`src/rtl/irqc_pkg.sv`:
```
package irqc_pkg;
  localparam int SRC_COUNT = 6;
  localparam int DATA_W    = 8;
  localparam int ADDR_W    = 2;
  localparam int CFG_W     = 2;
  localparam int SET_BIT   = DATA_W - 1;

  localparam logic [ADDR_W-1:0] ADDR_ENABLE  = 2'd0;
  localparam logic [ADDR_W-1:0] ADDR_REQUEST = 2'd1;
  localparam logic [ADDR_W-1:0] ADDR_PINCFG  = 2'd2;
  localparam logic [ADDR_W-1:0] ADDR_STATUS  = 2'd3;

  // pin configuration: bit0 invert, bit1 push-pull
  localparam logic [CFG_W-1:0] PINCFG_RESET = 2'b10;
  localparam int CFG_INVERT   = 0;
  localparam int CFG_PUSHPULL = 1;

  typedef struct packed {
    logic                 enWr;
    logic                 reqWr;
    logic                 pinWr;
    logic                 setMode;
    logic [SRC_COUNT-1:0] mask;
    logic [CFG_W-1:0]     pinData;
  } strobe_t;
endpackage

```
`src/rtl/irqc_ctrl.sv`:
```
module irqc_ctrl
  import irqc_pkg::*;
(
  input  logic              regWrEn,
  input  logic [ADDR_W-1:0] regAddr,
  input  logic [DATA_W-1:0] regWrData,
  output strobe_t           strb
);
  logic unusedGapBits;
  assign unusedGapBits = ^regWrData[SET_BIT-1:SRC_COUNT];

  always_comb begin
    strb         = '0;
    strb.enWr    = regWrEn && (regAddr == ADDR_ENABLE);
    strb.reqWr   = regWrEn && (regAddr == ADDR_REQUEST);
    strb.pinWr   = regWrEn && (regAddr == ADDR_PINCFG);
    strb.setMode = regWrData[SET_BIT];
    strb.mask    = regWrData[SRC_COUNT-1:0];
    strb.pinData = regWrData[CFG_W-1:0];
  end
endmodule

```
`src/rtl/irqc_flags.sv`:
```
module irqc_flags
  import irqc_pkg::*;
(
  input  logic                 clk,
  input  logic                 rstN,
  input  strobe_t              strb,
  input  logic [SRC_COUNT-1:0] evtPulse,
  output logic [SRC_COUNT-1:0] reqFlags,
  output logic [SRC_COUNT-1:0] enFlags,
  output logic [CFG_W-1:0]     pinCfg
);
  for (genvar i = 0; i < SRC_COUNT; i++) begin : g_src
    logic reqSetHit, reqClrHit, enSetHit, enClrHit;
    assign reqSetHit = evtPulse[i] || (strb.reqWr && strb.setMode && strb.mask[i]);
    assign reqClrHit = strb.reqWr && !strb.setMode && strb.mask[i];
    assign enSetHit  = strb.enWr && strb.setMode && strb.mask[i];
    assign enClrHit  = strb.enWr && !strb.setMode && strb.mask[i];

    always_ff @(posedge clk) begin
      if (!rstN) begin
        reqFlags[i] <= 1'b0;
        enFlags[i]  <= 1'b0;
      end else begin
        // set wins over clear, so a hardware event is never lost
        if (reqSetHit)      reqFlags[i] <= 1'b1;
        else if (reqClrHit) reqFlags[i] <= 1'b0;
        if (enSetHit)       enFlags[i]  <= 1'b1;
        else if (enClrHit)  enFlags[i]  <= 1'b0;
      end
    end
  end

  always_ff @(posedge clk) begin
    if (!rstN)           pinCfg <= PINCFG_RESET;
    else if (strb.pinWr) pinCfg <= strb.pinData;
  end
endmodule

```
`src/rtl/irqc_pin.sv`:
```
module irqc_pin
  import irqc_pkg::*;
(
  input  logic [SRC_COUNT-1:0] reqFlags,
  input  logic [SRC_COUNT-1:0] enFlags,
  input  logic [CFG_W-1:0]     pinCfg,
  output logic                 pending,
  output logic                 irqOut,
  output logic                 irqOe
);
  logic pinLevel;
  assign pending  = |(reqFlags & enFlags);
  assign pinLevel = pending ^ pinCfg[CFG_INVERT];

  always_comb begin
    if (pinCfg[CFG_PUSHPULL]) begin
      irqOut = pinLevel;
      irqOe  = 1'b1;
    end else begin
      irqOut = 1'b0;
      irqOe  = !pinLevel;
    end
  end
endmodule

```
`src/rtl/irqc_top.sv`:
```
module irqc_top
  import irqc_pkg::*;
(
  input  logic                 clk,
  input  logic                 rstN,
  input  logic                 regWrEn,
  input  logic [ADDR_W-1:0]    regAddr,
  input  logic [DATA_W-1:0]    regWrData,
  output logic [DATA_W-1:0]    regRdData,
  input  logic [SRC_COUNT-1:0] evtPulse,
  output logic                 irqOut,
  output logic                 irqOe
);
  strobe_t              strb;
  logic [SRC_COUNT-1:0] reqFlags;
  logic [SRC_COUNT-1:0] enFlags;
  logic [CFG_W-1:0]     pinCfg;
  logic                 pending;

  irqc_ctrl i_ctrl (
    .regWrEn  (regWrEn),
    .regAddr  (regAddr),
    .regWrData(regWrData),
    .strb     (strb)
  );

  irqc_flags i_flags (
    .clk     (clk),
    .rstN    (rstN),
    .strb    (strb),
    .evtPulse(evtPulse),
    .reqFlags(reqFlags),
    .enFlags (enFlags),
    .pinCfg  (pinCfg)
  );

  irqc_pin i_pin (
    .reqFlags(reqFlags),
    .enFlags (enFlags),
    .pinCfg  (pinCfg),
    .pending (pending),
    .irqOut  (irqOut),
    .irqOe   (irqOe)
  );

  always_comb begin
    regRdData = '0;
    case (regAddr)
      ADDR_ENABLE:  regRdData[SRC_COUNT-1:0] = enFlags;
      ADDR_REQUEST: regRdData[SRC_COUNT-1:0] = reqFlags;
      ADDR_PINCFG:  regRdData[CFG_W-1:0]     = pinCfg;
      default:      regRdData[0]             = pending;
    endcase
  end
endmodule

```
`config.mk`:
```
export PLATFORM = sky130hd
export DESIGN_NAME = irqc_top
export DESIGN_NICKNAME = d
export VERILOG_FILES = /design/src/rtl/irqc_pkg.sv /design/src/rtl/irqc_ctrl.sv /design/src/rtl/irqc_flags.sv /design/src/rtl/irqc_pin.sv /design/src/rtl/irqc_top.sv
export SDC_FILE = /design/constraint.sdc
export NUM_CORES = 1
export LEC_CHECK = 0
export BUFFER_PORTS_ARGS = -buffer_cell sky130_fd_sc_hd__buf_2
export CELL_PAD_IN_SITES_DETAIL_PLACEMENT = 1
export CELL_PAD_IN_SITES_GLOBAL_PLACEMENT = 1
export CORE_MARGIN = 1.5
export CORE_UTILIZATION = 36
export CTS_CLUSTER_DIAMETER = 200
export DETAILED_ROUTE_END_ITERATION = 10
export PLACE_DENSITY_LB_ADDON = 0.3
export SYNTH_ARGS = -nofsm -noshare
export SYNTH_HDL_FRONTEND = slang
export SYNTH_HIERARCHICAL = 1
export SYNTH_SLANG_ARGS = --single-unit
```
`constraint.sdc`:
```
create_clock -name clk -period 1.59 [get_ports clk]
set_clock_uncertainty 0.1 [all_clocks]
set_input_delay 0.0795 -clock clk [delete_from_list [all_inputs] [get_ports clk]]
set_output_delay 0.0795 -clock clk [all_outputs]
set_load 0.1 [all_outputs]
```
==> run_results.csv <==
group,metric,value,unit
run_status,status,"complete, but fails checks",
run_status,violations,"negative setup slack",
synthesis,avgSynthCellArea,9.429,um^2
power_and_ir_drop,power_density,743.5,nW/um^2
global_routing,grt_use_total,21.89,%
synthesis,ys.flop_type,"dfxtp_1",
global_routing,grt_overflow,0,
final_layout,drive_gt1_share,46.97,%
cts,cts_tree,"done",
floorplan,io-pin-count,29,
synthesis,synth_warnings,6,
hold_path,hold_depth,3,
synthesis,synth-edff-count,0,
route,vias,869,
global_routing,first_global_vias,909,
placement,numPortBuffers,25,
global_routing,grt_pass1_wl,4326,um
synthesis,yosysTopAreaCellShare,30.64,%
final_layout,final_area,1269,um^2
timing,rsz0062_at_grt,"yes",
setup_path,cp.depth,5,
final_layout,area_delta_synth_final,38.71,%
final_layout,fin_util,52.16,%
global_routing,antenna_found_initial,0,
placement,hpwl,1803,um
timing,fin_ws,-334.7,ps
setup_path,reg2reg_from,"i_flags/reqFlags[3]",
setup_path,rr_worst_depth,3,
timing,fin_hold_ws,7.875,ps
cts,clock_path_buffers,2,
placement,post_dp_cell_area,1119,um^2
route,wirelength,2780,um
cts,numCtsBuffers,3,
placement,globalplace.congestion,0.7107,
cts,path_clk_slew,90,ps
floorplan,design.core.area,2432,um^2
setup_path,path_cells,"a22oi_2 -> and3_4 -> inv_2 -> mux4_2 -> buf_12",
synthesis,synth_area_leaders,"dfxtp_1, mux2i_1, buf_4, o311a_1, a21boi_0",
synthesis,ys_ff_latch,14,
timing,timing.fmax,519.6,MHz
cts,cts_sinks,14,
setup_path,required,1410,ps
timing,finalCriticalPeriod,1925,ps
timing,hold_viol,0,
setup_path,reg2reg_to,"i_flags/reqFlags[3]",
route,drt_pass1_iterations,2,
timing,finalSetupViolCount,3,
timing,fin_crit_sh,121.1,%
setup_path,cp_slowest_cell,"mux4_2",
route,antenna_left,0,
floorplan,rows,18,
setup_path,critPathBufInv,2,
power_and_ir_drop,sw_frac_of_total,34.07,%
setup_path,cp_data_arrival_time,1750,ps
setup_path,critPathMaxStageDelay,500,ps
cts,clock_tree.root_cell,"clkbuf_4",
synthesis,seq_area_frac_synth,30.64,%
route,routedWlPerCell,17.16,um
power_and_ir_drop,combPwrFrac,31.5,%
route,vias_per_cell,5.364,
setup_path,crit_family,"multiplexers",
timing,setup-tns-final,-739.8,ps
final_layout,final_cell_mix,"buf_2, buf_4, dfxtp_1",
job,maxCapViolCount,0,
floorplan,start_util,37.60,%
power_and_ir_drop,intPower,622.0,uW
final_layout,insertedDiodeCount,0,
timing,slew_viol_final,0,
floorplan,die_area,2852,um^2
power_and_ir_drop,pwr-share-clk,27.8,%
setup_path,crit_type,"reg2out",
power_and_ir_drop,seqPwrFrac,40.7,%
route,drc,0,
cts,htreeDepth,1,
power_and_ir_drop,peakVddDrop,0.3679,mV
setup_path,end_kind,"output pin",
cts,clkLatencyLatePin,280,ps
setup_path,cp-start-kind,"flip-flop",
floorplan,die_w,53.41,um
hold_path,hold_class,"in2reg",
setup_path,rrSetupSlack,540,ps
placement,dp_slack,-101.3,ps
final_layout,final_common_cell,"buf_2",
hold_path,hold_path.startpoint,"regWrData[1]",
final_layout,nets,152,
setup_path,critPathMaxFanout,2,
synthesis,synthArstFlopShare,0,%
power_and_ir_drop,power_switching,321.3,uW
synthesis,syn_inst,97,
synthesis,syn_area,914.6,um^2
power_and_ir_drop,power.leakage,0.0005814,uW
global_routing,grt_max_degree,15,
synthesis,yosysTopAreaCell,"dfxtp_1",
synthesis,synth.distinct_cells,25,
floorplan,die_y,53.41,um
route,drt-initial-drc-count,7,
hold_path,whs_endpoint,"i_flags/pinCfg[1]",
==> how the worst max path moves through the flow <==
stage,from,end,slack [ps]
finish,i_flags/enFlags[0],regRdData[0],-330
global route,i_flags/enFlags[0],regRdData[0],-380
CTS,i_flags/enFlags[0],regRdData[0],-300
detailed placement,i_flags/reqFlags[0],regRdData[0],-100
global placement,i_flags/reqFlags[0],regRdData[0],-50
floorplan,i_flags/enFlags[3],irqOe,-360
==> power by group through the flow <==
stage	clock, uW	sequential (uW)	combinational, uW
CTS	262	383	297
finish	262	384	297
detailed placement	0	388	270
global placement	0	387	262
global route	287	386	315
floorplan	0	386	203
==> registers in the layout, summed over array words and instances, names as in the netlist <==
| name | count |
|---|---|
| i_flags/enFlags | 6 |
| i_flags/pinCfg | 2 |
| i_flags/reqFlags | 6 |
==> metrics by stage <==
step | std cells | total power, uW
floorplan | 98 | 589.0
global placement | 152 | 649.1
detailed placement | 152 | 657.8
CTS | 163 | 942.0
global route | 162 | 987.5
finish | 162 | 943.3
==> area by class of cell <==
type	count	area, um^2
repair buffers	46	350.3
clock buffers	4	36.28
fillers	291	1164
flip-flops and latches	14	284.0
inverters	1	3.754
multi-input cells	67	556.8
well taps	30	37.54
==> cell usage after synthesis (2+ instances only) <==
master / n
and3_1: 6
nor2_1: 5
o21a_1: 6
a22oi_1: 2
a211o_2: 2
nor2b_1: 2
a211o_1: 4
and3b_1: 2
nand2_1: 8
mux2i_1: 9
o311a_1: 6
dfxtp_1: 14
a21boi_0: 6
buf_4: 12
buf_2: 2
buf_6: 2
==> repair_timing <==
| item | 4_1_cts | 5_1_grt |
|---|---|---|
| resized for setup | 13 | 3 |
| endpoints found under the hold margin | 6 | 0 |
| hold buffers | 6 | 0 |
| buffers inserted | 1 | 0 |
| pin swaps | 3 | 0 |
| endpoints found under the setup margin | 3 | 6 |
==> routing by layer <==
metal | global-route usage [%] | share of wire, % | wire [um]
met1 | 21.43 | 38 | 1055
met2 | 44.03 | 57 | 1598
met3 | 3.955 | 2.8 | 78
met4 | 8.120 | 1.7 | 48
met5 | 0 | 0 | 0
==> worst register-to-register path: stages (launching register included) <==
cell and delay (ps):
dfxtp_2 340, buf_4 130, a211o_2 270, o311a_1 120
==> logic make-up after synthesis <==
kind of cell	count (synthesis)	share of synthesized area [%]
multiplexers	10	12.31
other	1	0.4100
buffers and inverters	17	13.82
AO/OA/AOI/OAI	28	25.99
flip-flops	14	30.64
AND/OR/NAND/NOR	27	16.83
(Power assumes the default switching activity.)
